[config.mk]
export PLATFORM = sky130hd
export DESIGN_NAME = i3c_rd_admit
export DESIGN_NICKNAME = d
export VERILOG_FILES = /design/src/rtl/i3c_rd_admit.sv
export SDC_FILE = /design/constraint.sdc
export NUM_CORES = 1
export LEC_CHECK = 0
export ABC_AREA = 1
export BUFFER_PORTS_ARGS = -buffer_cell sky130_fd_sc_hd__buf_2
export CAP_MARGIN = 30
export CORE_ASPECT_RATIO = 0.75
export CORE_MARGIN = 1.5
export CORE_UTILIZATION = 52
export CTS_CLUSTER_DIAMETER = 120
export DETAILED_ROUTE_END_ITERATION = 10
export GPL_ROUTABILITY_DRIVEN = 0
export GPL_TIMING_DRIVEN = 0
export PLACE_DENSITY = 0.82
export REMOVE_ABC_BUFFERS = 1
export SYNTH_ARGS = -nofsm -noshare
export SYNTH_HDL_FRONTEND = slang
export SYNTH_SLANG_ARGS = --single-unit
[constraint.sdc]
create_clock -name clk -period 2.18 [get_ports clk]
set_input_delay 0.218 -clock clk [delete_from_list [all_inputs] [get_ports clk]]
set_output_delay 0.218 -clock clk [all_outputs]
set_load 0.01 [all_outputs]
[src/rtl/i3c_rd_admit.sv]
module i3c_rd_admit #(
  parameter int LEN_W = 8,
  parameter int DEPTH = 16,
  localparam int LVL_W = $clog2(DEPTH + 1)
) (
  input  logic             clk,
  input  logic             rst_n,
  input  logic             cmd_valid_i,
  input  logic [LEN_W-1:0] cmd_len_i,
  input  logic [LVL_W-1:0] fifo_level_i,
  input  logic [LVL_W-1:0] start_thld_i,
  input  logic [LVL_W-1:0] empty_thld_i,
  input  logic             rsp_full_i,
  input  logic             rd_addr_i,
  input  logic             pop_i,
  input  logic             getstatus_i,
  input  logic             resume_i,
  input  logic             i2c_mode_i,
  input  logic [1:0]       sts_clr_i,
  output logic             ack_o,
  output logic             nack_o,
  output logic             busy_o,
  output logic             done_o,
  output logic             abort_o,
  output logic             sts_rdreq_o,
  output logic             sts_dnr_o,
  output logic             sts_uflow_o,
  output logic             irq_o,
  output logic             refill_o
);

  localparam int CW = (LEN_W > LVL_W) ? LEN_W : LVL_W;

  logic [LEN_W-1:0] cnt_q;
  logic             ack_q, nack_q, done_q, abort_q;
  logic             rdreq_q, dnr_q, uflow_q;
  logic             gs_q, res_q;

  logic [CW-1:0] lvl_x, len_x;
  logic          take, data_ok, grant, refuse, underrun, hard_stop, recover;

  assign lvl_x     = CW'(fifo_level_i);
  assign len_x     = CW'(cmd_len_i);
  assign busy_o    = (cnt_q != '0);
  assign take      = rd_addr_i & ~busy_o;
  assign data_ok   = (lvl_x >= len_x) | (fifo_level_i >= start_thld_i);
  assign grant     = cmd_valid_i & data_ok & ~rsp_full_i & ~uflow_q;
  assign refuse    = take & ~grant;
  assign underrun  = pop_i & busy_o & (fifo_level_i == '0);
  assign hard_stop = underrun & ~i2c_mode_i;
  assign recover   = uflow_q & res_q & (gs_q | i2c_mode_i);

  always_ff @(posedge clk or negedge rst_n) begin
    if (!rst_n) begin
      ack_q   <= 1'b0;
      nack_q  <= 1'b0;
      done_q  <= 1'b0;
      abort_q <= 1'b0;
      cnt_q   <= '0;
    end else begin
      ack_q   <= take & grant;
      nack_q  <= refuse;
      abort_q <= hard_stop;
      done_q  <= pop_i & busy_o & (cnt_q == LEN_W'(1)) & ~hard_stop;
      if (take && grant)
        cnt_q <= cmd_len_i;
      else if (pop_i && busy_o)
        cnt_q <= hard_stop ? '0 : cnt_q - LEN_W'(1);
    end
  end

  always_ff @(posedge clk or negedge rst_n) begin
    if (!rst_n) begin
      rdreq_q <= 1'b0;
      dnr_q   <= 1'b0;
    end else begin
      if (refuse && !uflow_q && !cmd_valid_i) rdreq_q <= 1'b1;
      else if (sts_clr_i[0])                  rdreq_q <= 1'b0;
      if (refuse && !uflow_q && cmd_valid_i)  dnr_q <= 1'b1;
      else if (sts_clr_i[1])                  dnr_q <= 1'b0;
    end
  end

  always_ff @(posedge clk or negedge rst_n) begin
    if (!rst_n) begin
      uflow_q <= 1'b0;
      gs_q    <= 1'b0;
      res_q   <= 1'b0;
    end else begin
      if (underrun)     uflow_q <= 1'b1;
      else if (recover) uflow_q <= 1'b0;
      if (recover || underrun)        gs_q <= 1'b0;
      else if (uflow_q && getstatus_i) gs_q <= 1'b1;
      if (recover || underrun)        res_q <= 1'b0;
      else if (uflow_q && resume_i)   res_q <= 1'b1;
    end
  end

  assign ack_o       = ack_q;
  assign nack_o      = nack_q;
  assign done_o      = done_q;
  assign abort_o     = abort_q;
  assign sts_rdreq_o = rdreq_q;
  assign sts_dnr_o   = dnr_q;
  assign sts_uflow_o = uflow_q;
  assign irq_o       = rdreq_q | dnr_q | uflow_q;
  assign refill_o    = (LVL_W'(DEPTH) - fifo_level_i) >= empty_thld_i;

endmodule


# Yosys cells after proc, flatten, opt, wreduce, memory -nomap -nowiden
# Index checks and enable logic that the tools add are counted.
# Widths: inputs -> output; s select.
[totals]
ff_bits = 17
word_cells = 70
out_inout_bits = 10
[classes]
bitwise = 23
eq_ne = 1
magnitude_cmp = 3
add_sub_neg = 2
n_mux = 13
reduce_logical = 18
[ops]
columns = ["op", "count"]
rows = [
  ["$mux 8", 3],
  ["$and 1x1->1", 13],
  ["$reduce_bool 2->1", 6],
  ["$ge 5x5->1", 2],
  ["$mux 1", 10],
  ["$eq 8x1->1 const B", 1],
  ["$ge 5x8->1", 1],
  ["$reduce_bool 8->1", 1],
  ["$sub 8x1->8 const B", 1],
  ["$logic_and 1x1->1", 7],
  ["$not 1->1", 6],
  ["$logic_not 5->1", 1],
  ["$sub 5x5->5 const A", 1],
  ["$or 1x1->1", 4],
  ["$logic_not 1->1", 2],
  ["$logic_or 1x1->1", 1],
]

# Depth between registers and ports, before layout
# Gate-level depths: netlist (run 1).
[logic_depth]
word_depth = 10
ltp_mapped = 15
depth_no_buf = 14

# Worst setup path before layout (run 1)
# No wires, ideal clock.
[synth_timing]
path_type = "input-to-output"
start = "input port fifo_level_i[0]"
end = "output port refill_o"
slack_ns = 0.577
arrival_time_ns = 1.385
cell_stages = 9
path_cell_list = "inv_1 ha_1 nand2_1 nor2_1 ha_1 inv_1 ha_1 inv_1 o21bai_1"
[synth_via]
elab_chain_len = 2
[synth_rtl]
columns = ["item", "line", "text"]
rows = [
  ["from (decl)", "10", "input logic [LVL_W-1:0] fifo_level_i,"],
  ["$sub 5x5->5", "107", "assign refill_o = (LVL_W'(DEPTH) - fifo_level_i) >= empty_thld_i;"],
  ["$ge 5x5->1", "107", ""],
  ["to (decl)", "29", "output logic refill_o"],
]
# No other way between the ends.

# Worst setup path in the final report (run 1)
# Same ends and word-level chain as after synthesis.

==> key figures, run 1 <==
Setup path
  • Crit-path max cell delay: approximately 0.28 ns
  • Endpoint class of the critical path: output port
  • FF-to-FF path depth: 9
  • R2r endpoint: cnt_q[6]
  • Critical path's top delay family: adder cells
  • Crit-path cells: buf_2 -> inv_1 -> ha_1 -> nand2_1 -> nor2_1 -> ha_1 -> inv_1 -> ha_1 -> inv_1 -> o21bai_1 -> buf_2
  • CP Data Arrival Time: 1.63 ns
  • R2R Path Start: cnt_q[0]
  • CP required: 1.96 ns
  • CP max FO: 5
  • Worst Setup Path Type: input port to output port
  • Worst setup SP type: input port
  • Slowest-stage cell, CP: ha_1
  • Worst path bufs/invs: 5
  • Reg2reg setup slack: 0.39 ns

Yosys
  • Yosys cell types: 34
  • Mapped Avg Cell Area: 7.649 µm²
  • Ys async rst share: 100.0%
  • EDFF count, synth: 0
  • Post-Syn Instances: 203
  • Ys Warns: 0
  • Sequential cell area fraction in the yosys report: a little over a quarter
  • Top cells by count, synth: nand2_1 (42), inv_1 (41), ha_1 (19), dfrtp_1 (17), nand3_1 (14)
  • Mapped cell area: 1553 µm²
  • Ys flop type: dfrtp_1
  • Top cells by area, synth: dfrtp_1 (27%), ha_1 (15%), nand2_1 (10%)
  • Flops & latches, synth: 17
  • Synth area leader: dfrtp_1
  • Most common cell in the synthesized netlist: nand2_1
  • Yosys top cell area share: around 27%

Power
  • Clk pwr share: 16.0%
  • Max IR drop VDD: 0.3122 mV
  • Power Dens Cells: ~830 nW/µm²
  • Sw Share: 43.67%
  • Comb pwr share: 49.7%
  • Flop pwr share: 34.3%
  • Net switching power: roughly 0.00066 W
  • Leakage power total: 1.137 nW
  • Total internal power: 0.0008542 W

Timing
  • Tmin final: ~1.8 ns
  • Unrepaired setup endpoints after global routing: false
  • Final Setup Violations: 0
  • Hold Slack: 0.1882 ns
  • Tcrit/Tclk final: 84.65%
  • Max transition margin: 52.32%
  • Final hold viol count: 0
  • Setup TNS: 0 ns
  • Fmax: 0.5419 GHz
  • Final WS setup: approximately 0.33 ns
  • Pins over their slew limit: 0
  • Worst Tran Pin Value: 0.7113 ns
  • Fin Clk Skew: about 0.0015 ns

CTS
  • TritonCTS Buffers: 3
  • Post-CTS setup buffer count: 0
  • Clock Path Buffers: 2
  • Hold_buf cts: 1
  • Clk_lat worst skew: 0.25 ns
  • Number of clock sinks: 17
  • H-tree depth: 1
  • Clk pin slew, worst setup/hold paths: around 0.070 ns
  • TritonCTS clock tree: done
  • Clock Root Buffer: clkbuf_8
  • Post-CTS Resized: 0

Floorplanning
  • Die Span Y: roughly 50 µm
  • Die W: 66.10 µm
  • # IOs: 44
  • Num rows: 16
  • Initial cell density of the core: 57.03%
  • CORE AREA: 2723 µm²
  • Area of the die: 3326 µm²

Routing
  • Final wirelength: 3.079 mm
  • ANT nets after route: 0
  • Vias/cell: 5.000
  • Pre-Repair DR Iteration Count: 4
  • Iter 0 DRT Violations: 88
  • Vias: 1410
  • Wirelength per Cell: 10.92 µm
  • Drt drc: 0

Layout
  • Final #Nets: 300
  • Number of diodes: 0
  • Design Area, Final: 1836 µm²
  • P&R area growth vs syn: 18.21%
  • Fin util: 67.42%
  • Layout cell share with drive strength beyond 1: 24.80%

Global route
  • Vias in the first global route: 1296
  • First-pass GRT wire length: 5.457 mm
  • Grt ovf: 0
  • Largest net degree at the start of global routing: 18
  • Overall Global Routing Usage: 21.15%
  • Initial antenna violation count: 0

Worst hold path
  • Hold endpoint: sts_rdreq_o
  • Hold Path Cell Cnt: 4
  • Hold crit path type: input port to flop
  • HP Start: sts_clr_i[0]

Job
  • Maxcap violations: 0

Placed design
  • # port buffers: 43
  • DP HPWL: ~2.6 mm
  • Place WS: 0.2841 ns
  • Placed Area: 1780 µm²

Status
  • Status: finished, final reports clean
## cell type report
class                   count  area (µm²)
inverters                  43       163.9
repair buffers             44       225.2
fillers                   255       887.1
well taps                  36       45.04
clock buffers               4       45.04
flip-flops and latches     17       425.4
multi-input cells         138       930.9
## state kept, by name, indices dropped and copies added, names as in the netlist
| name | cells |
|---|---|
| sts_uflow_o | 1 |
| sts_rdreq_o | 1 |
| abort_o | 1 |
| done_o | 1 |
| cnt_q | 8 |
| nack_o | 1 |
| res_q | 1 |
| ack_o | 1 |
| sts_dnr_o | 1 |
| gs_q | 1 |
## power by group through the flow
stage                     Sequential, W  Combinational [W]  Clock [W]
after floorplan                0.000512           0.000566          0
after global placement         0.000521           0.000723          0
after detailed placement       0.000523           0.000751          0
after CTS                      0.000519           0.000756   0.000244
after global routing           0.000533           0.000856   0.000268
final                          0.000520           0.000754   0.000242
## worst max-delay path by stage
stage	start	endpoint	slack (ns)	cells after the start
final	fifo_level_i[0]	refill_o	0.33	11
after global routing	fifo_level_i[0]	refill_o	0.20	9
after global placement	fifo_level_i[0]	cnt_q[7]	0.34	14
after floorplan	fifo_level_i[0]	refill_o	0.58	9
after detailed placement	fifo_level_i[0]	cnt_q[0]	0.28	14
after CTS	fifo_level_i[0]	refill_o	0.32	11
## worst register-to-register path, cell delays in order, from the launching register on
cell and delay (ns):
dfrtp_1 0.41, inv_1 0.11, ha_1 0.22, nand2_2 0.12, nor2_8 0.14, nand2_8 0.08
nor2_8 0.18, nand3_4 0.20, nand3_1 0.15, nand3_1 0.07
## cell families (layout without fill, tap and decap cells)
kind of cell	Yosys count	count (layout)	synth area share, %
flops	17	17	27.40
fa+ha+maj	19	19	15.31
simple gates	95	95	34.09
xor+xnor	5	5	2.821
compound gates	19	19	7.735
buf+inv	48	91	12.65
## metrics by stage
stage / power (W) / std cells
after global placement: 0.001245 / 277
after floorplan: 0.001077 / 198
after detailed placement: 0.001274 / 277
final: 0.001516 / 282
after CTS: 0.001520 / 282
after global routing: 0.001657 / 282
## routing by layer
layer  track usage (%)  part of all wire [%]  vias up
met4             4.082                  0.81        0
li1                  -                     -      736
met1             29.01                    49      627
met2             34.33                    45       43
met5                 0                     0        -
met3             4.709                   5.4        4
## cell usage in the layout, fill, tap and decap left out, drive strengths merged
master / Yosys / final
nand3: 15 / 15
dfrtp: 17 / 17
xnor2: 2 / 2
inv: 43 / 43
xor2: 3 / 3
nor2: 17 / 17
o221ai: 2 / 2
nor3: 2 / 2
o21ai: 2 / 2
nand3b: 1 / 1
nand2: 47 / 47
a21boi: 1 / 1
nand4: 11 / 11
buf: 4 / 43
and3: 1 / 1
o21bai: 2 / 2
clkbuf: 1 / 4
dlygate4sd3: 0 / 1
and2: 1 / 1
o211ai: 4 / 4
a21oi: 8 / 8
ha: 19 / 19
Power figures use the tool's default switching activity.
==> run 2, diff against run 1 <==
- clock period: 2.18 -> 1.9 ns (I/O delays scaled with it)
==> key figures, run 2 (synthesized netlist as in run 1, its figures left out) <==
Timing
  • Pins over their slew limit: 0 (unchanged)
  • Max transition margin: 52.32% (unchanged)
  • Fmax: roughly 0.56 GHz
  • Final Setup Violations: 0 (unchanged)
  • Tmin final: 1.786 ns
  • Fin Clk Skew: 0.001531 ns (-0.00001815 ns)
  • Unrepaired setup endpoints after global routing: false
  • Final hold viol count: 0 (unchanged)
  • Tcrit/Tclk final: a little over nine tenths
  • Final WS setup: 0.1141 ns (-0.2206 ns)
  • Setup TNS: 0 ns (unchanged)
  • Worst Tran Pin Value: 0.7113 ns (unchanged)

Floorplanning
  • CORE AREA: 2723 µm² (unchanged)
  • # IOs: 44 (unchanged)
  • Num rows: 16 (unchanged)
  • Die Span Y: 50.33 µm (unchanged)
  • Area of the die: 3326 µm² (unchanged)
  • Initial cell density of the core: 57.03% (unchanged)
  • Die W: 66.10 µm (unchanged)

Layout
  • FF/Latch Area: 425.4 µm² (unchanged)
  • Max FFs per register: 8 (unchanged)
  • P&R area growth vs syn: 18.21% (unchanged)
  • Final #Nets: 300 (unchanged)
  • Design Area, Final: 1836 µm² (unchanged)
  • Most frequent cells in the layout: buf_2 (43), nand2_1 (42), inv_1 (40), ha_1 (19), dfrtp_1 (17)
  • Top reg by flops: cnt_q
  • Layout cell share with drive strength beyond 1: 25.20% (+0.41 points)
  • Commonest non-fill, non-tap cell in the layout: buf_2
  • Fin util: 67.42% (unchanged)
  • Fill cells: 255 (unchanged)
  • Number of diodes: 0 (unchanged)
  • Multi-input gate area: 930.9 µm² (unchanged)

Placed design
  • Placed Area: 1780 µm² (unchanged)
  • # port buffers: 43 (unchanged)
  • Place WS: 0.03213 ns (-0.2520 ns)
  • DP HPWL: 2.552 mm (unchanged)

CTS
  • TritonCTS clock tree: done
  • Clock Root Buffer: clkbuf_8
  • TritonCTS Buffers: 3 (unchanged)
  • Post-CTS setup buffer count: 0 (unchanged)
  • Clk_lat worst skew: 0.25 ns (about the same)
  • Clk pin slew, worst setup/hold paths: 0.07 ns (about the same)
  • Number of clock sinks: 17 (unchanged)
  • Clock Path Buffers: 2 (unchanged)
  • H-tree depth: 1 (unchanged)

Power
  • Clk pwr share: 16.0% (about the same)
  • Comb pwr share: 49.7% (about the same)
  • Sw Share: 43.67% (about the same)
  • Flop pwr share: 34.3% (about the same)
  • Power Dens Cells: 948.1 nW/µm² (+15%)
  • Leakage power total: 1.136 nW (about the same)
  • Max IR drop VDD: 0.3582 mV (+15%)
  • Total internal power: 0.0009802 W (+15%)
  • Net switching power: 0.0007600 W (+15%)

Global route
  • Top Usage Layer GRT: met2
  • Largest net degree at the start of global routing: 18 (unchanged)
  • Initial antenna violation count: 0 (unchanged)
  • Grt ovf: 0 (unchanged)
  • First-pass GRT wire length: 5.457 mm (unchanged)
  • Met2 GRT Util: 34.33% (unchanged)
  • GRT met1 Usage: 29.01% (unchanged)
  • Overall Global Routing Usage: 21.15% (unchanged)
  • Routing usage on met3: 4.709% (unchanged)
  • Vias in the first global route: 1296 (unchanged)

Setup path
  • Slowest-stage cell, CP: dfrtp_1
  • Crit-path cells: inv_1 -> ha_1 -> nand2_2 -> nor2_8 -> nand2_8 -> nor2_8 -> nand3_4 -> nand3_1 -> nand3_1
  • Endpoint class of the critical path: flop
  • Worst setup SP type: flop
  • Crit-path max cell delay: 0.41 ns (+0.13 ns)
  • Worst Setup Path Type: flop to flop
  • CP required: 2.04 ns (+0.08 ns)
  • CP max FO: 14 (+9)
  • CP Data Arrival Time: 1.92 ns (+0.29 ns)

Routing
  • Iter 0 DRT Violations: 88 (unchanged)
  • Vias: 1410 (unchanged)
  • Drt drc: 0 (unchanged)
  • Final wirelength: 3.080 mm (about the same)
  • ANT nets after route: 0 (unchanged)
  • Vias/cell: 5.000 (unchanged)
  • Pre-Repair DR Iteration Count: 4 (unchanged)
  • Wirelength per Cell: 10.92 µm (about the same)

Status
  • Status: finished, final reports clean

Job
  • Maxcap violations: 0 (unchanged)

Worst hold path
  • Hold crit path type: input port to flop
-- run 2: cell count changes in the layout (fill, tap and decap cells not counted) --
cell | before | now
inv_1 | 41 | 40
inv_2 | 1 | 2
-- run 2: per-stage QoR --
step                hold WS, ns  std cells  power [W]
floorplan               -0.1056        198   0.001236
global placement         0.1335        277   0.001428
detailed placement       0.1346        277   0.001462
CTS                      0.1596        282   0.001744
global route             0.1736        282   0.001902
finish                   0.1602        282   0.001740
-- run 2: layer usage --
| layer | share of wire, % | vias to the layer above |
|---|---|---|
| met3 | 5.4 | 4 |
| met2 | 45 | 41 |
| met4 | 0.81 | 0 |
| li1 | - | 736 |
| met5 | 0 | - |
| met1 | 49 | 629 |
-- run 2: timing repair --
item                                    4_1_cts  5_1_grt
hold buffers                                  1        0
endpoints found under the setup margin        0        1
gates resized for setup                       0        1
hold endpoints to repair                     17        0
-- run 2: layout make-up --
type / count / area share [%]
Clock buffer: 4 / 2.454
Inverter: 43 / 8.930
Multi-Input combinational cell: 138 / 50.72
Sequential cell: 17 / 23.18
Tap cell: 36 / 2.454
Timing Repair Buffer: 44 / 12.27
-- run 2: critical path, delay by kind of cell, from the launching register on --
kind                     cells  cell delay, ns
AND/OR/NAND/NOR              7            0.94
flip-flops                   1            0.41
adder cells (fa/ha/maj)      1            0.22
buffers and inverters        1            0.11
-- run 2: worst paths after layout --
check / start / to / slack (ns) / cells after the start
min reg2reg: sts_rdreq_o / sts_rdreq_o / 0.50 / 2
max reg2reg: cnt_q[0] / cnt_q[6] / 0.11 / 9
max: cnt_q[0] / cnt_q[6] / 0.11 / 9
min in group asynchronous: rst_n / cnt_q[1] / 0.39 / 2
min: sts_clr_i[0] / sts_rdreq_o / 0.16 / 4
max in group asynchronous: rst_n / nack_o / 1.23 / 2
-- run 2: power groups by stage --
stage | combinational, W | clock (W) | sequential [W]
after global placement | 0.000830 | 0 | 0.000598
after detailed placement | 0.000862 | 0 | 0.000600
after floorplan | 0.000649 | 0 | 0.000587
after CTS | 0.000868 | 0.000280 | 0.000596
after global routing | 0.000983 | 0.000308 | 0.000612
final | 0.000865 | 0.000278 | 0.000597
==> run 3, diff against run 2 <==
- CORE_MARGIN: 1.5 -> 4
==> key figures, run 3 (synthesized netlist as in run 1, its figures left out) <==
Timing
  • Fin Clk Skew: 0.0009669 ns (-0.0005644 ns)
  • Unrepaired setup endpoints after global routing: false
  • Pins over their slew limit: 0 (unchanged)
  • Final hold viol count: 0 (unchanged)
  • Tmin final: 1.790 ns (+0.004404 ns)
  • Max transition margin: 64.26% (+12 points)
  • Final Setup Violations: 0 (unchanged)
  • Worst Tran Pin Value: 0.5343 ns (-0.1770 ns)
  • Setup TNS: 0 ns (unchanged)
  • Tcrit/Tclk final: 94.23% (+0.23 points)
  • Fmax: 0.5586 GHz (-0.25%)

Power
  • Leakage power total: 1.137 nW (+0.16%)
  • Net switching power: 0.0007474 W (-1.7%)
  • Sw Share: 43.20% (-0.47 points)
  • Comb pwr share: 50.3% (+0.6 points)
  • Max IR drop VDD: 0.4995 mV (+39%)
  • Power Dens Cells: 934.2 nW/µm² (-1.5%)
  • Total internal power: 0.0009826 W (+0.25%)
  • Flop pwr share: 34.7% (+0.4 points)
  • Clk pwr share: 15.0% (-1.0 points)

Worst hold path
  • Hold crit path type: input port to flop
  • Hold Path Cell Cnt: 4 (unchanged)

Layout
  • Number of diodes: 0 (unchanged)
  • Top reg by flops: cnt_q
  • Final #Nets: 301 (+0.33%)
  • Commonest non-fill, non-tap cell in the layout: buf_2
  • Layout cell share with drive strength beyond 1: 25.10% (-0.10 points)
  • Non-Filler Instances: 283 (+0.35%)
  • Max FFs per register: 8 (unchanged)
  • P&R area growth vs syn: 19.26%
  • Most frequent cells in the layout: buf_2 (43), nand2_1 (42), inv_1 (41), ha_1 (19), dfrtp_1 (17)

Placed design
  • Placed cell count: 277 (unchanged)
  • DP HPWL: 2.731 mm (+7.0%)
  • # port buffers: 43 (unchanged)

Status
  • Status: finished, final reports clean

Setup path
  • FF-to-FF path depth: 9 (unchanged)
  • Worst Setup Path Type: flop to flop
  • Endpoint class of the critical path: flop
  • CP required: 2.04 ns (about the same)
  • Reg2reg setup slack: 0.11 ns (about the same)
  • CP Data Arrival Time: 1.93 ns (about the same)
  • Worst setup SP type: flop
  • CP max FO: 13 (-1)

Global route
  • Grt ovf: 0 (unchanged)
  • Vias in the first global route: 1269 (-2.1%)
  • First-pass GRT wire length: 5.547 mm (+1.6%)
  • Initial antenna violation count: 0 (unchanged)
  • Largest net degree at the start of global routing: 18 (unchanged)
  • Overall Global Routing Usage: 17.19% (-4.0 points)

CTS
  • Post-CTS setup buffer count: 0 (unchanged)
  • Clock Root Buffer: clkbuf_8
  • TritonCTS Buffers: 3 (unchanged)
  • Clock Path Buffers: 2 (unchanged)
  • Clk pin slew, worst setup/hold paths: 0.06 ns (about the same)
  • Number of clock sinks: 17 (unchanged)
  • H-tree depth: 1 (unchanged)
  • TritonCTS clock tree: done
  • Clk_lat worst skew: 0.24 ns (about the same)

Routing
  • Drt drc: 0 (unchanged)
  • Wirelength per Cell: 11.66 µm (+6.8%)
  • Final wirelength: 3.300 mm (+7.1%)
  • Vias: 1446 (+2.6%)
  • Vias/cell: 5.110 (+2.2%)
  • Iter 0 DRT Violations: 130 (+48%)
  • Pre-Repair DR Iteration Count: 4 (unchanged)
  • ANT nets after route: 0 (unchanged)

Floorplanning
  • Num rows: 16 (unchanged)
  • CORE AREA: 2723 µm² (unchanged)
  • Die W: 71.10 µm (+7.6%)
  • Initial cell density of the core: 57.03% (unchanged)
  • Area of the die: 3934 µm² (+18%)
  • # IOs: 44 (unchanged)
  • Die Span Y: 55.33 µm (+9.9%)

Job
  • Maxcap violations: 0 (unchanged)
[run 3: worst max-delay path: stages, from the launching register on]
cell	delay, ns
dfrtp_1	0.40
inv_1	0.11
ha_1	0.22
nand2_2	0.11
nor2_8	0.14
nand2_8	0.08
nor2_8	0.20
nand3_2	0.21
nand3_1	0.14
nand2_1	0.06
[run 3: through the flow]
step	util [%]	cell area (µm²)	hold WS, ns	power (W)	setup slack [ns]
6_report	68.01	1852	0.1669	0.001730	0.1097
3_5_place_dp	65.40	1780	0.1304	0.001463	0.02193
5_1_grt	68.01	1852	0.1764	0.001892	0.0003535
2_1_floorplan	-	1520	-0.1056	0.001236	0.3430
4_1_cts	67.42	1836	0.1650	0.001730	0.1178
3_3_place_gp	65.40	1780	0.1253	0.001425	0.06436
[run 3: routing by layer]
layer	routed length (µm)	share of wire [%]	up-vias	GRT usage (%)
met5	0	0	-	0
met4	31	0.94	0	4.558
met3	231	7.0	4	4.529
met2	1497	45	53	26.55
met1	1539	47	638	23.69
li1	-	-	751	-
[run 3: final timing paths]
| path | to | startpoint |
|---|---|---|
| max in group asynchronous | sts_dnr_o | rst_n |
| min in group asynchronous | cnt_q[2] | rst_n |
| max reg2reg | cnt_q[5] | cnt_q[0] |
| min | sts_rdreq_o | sts_clr_i[0] |
| max | cnt_q[5] | cnt_q[0] |
| min reg2reg | cnt_q[1] | cnt_q[1] |
[run 3: final cells by class]
type,instances,area (µm²)
Multi-Input combinational cell,139,947.2
Fill cell,242,870.8
Sequential cell,17,425.4
Timing Repair Buffer,44,225.2
Inverter,43,163.9
Clock buffer,4,45.04
Tap cell,36,45.04
[run 3: power by group through the flow]
stage	Combinational, W	Sequential [W]	Clock (W)
floorplan	0.000649	0.000587	0
global placement	0.000828	0.000597	0
CTS	0.000866	0.000595	0.000269
global route	0.000984	0.000617	0.000291
detailed placement	0.000861	0.000601	0
finish	0.000870	0.000600	0.000260
[run 3: timing repair]
| action | 4_1_cts | 5_1_grt |
|---|---|---|
| hold buffers | 1 | 0 |
| endpoints found under the setup margin | 0 | 3 |
| endpoints found under the hold margin | 17 | 0 |
| resized for setup | 0 | 1 |
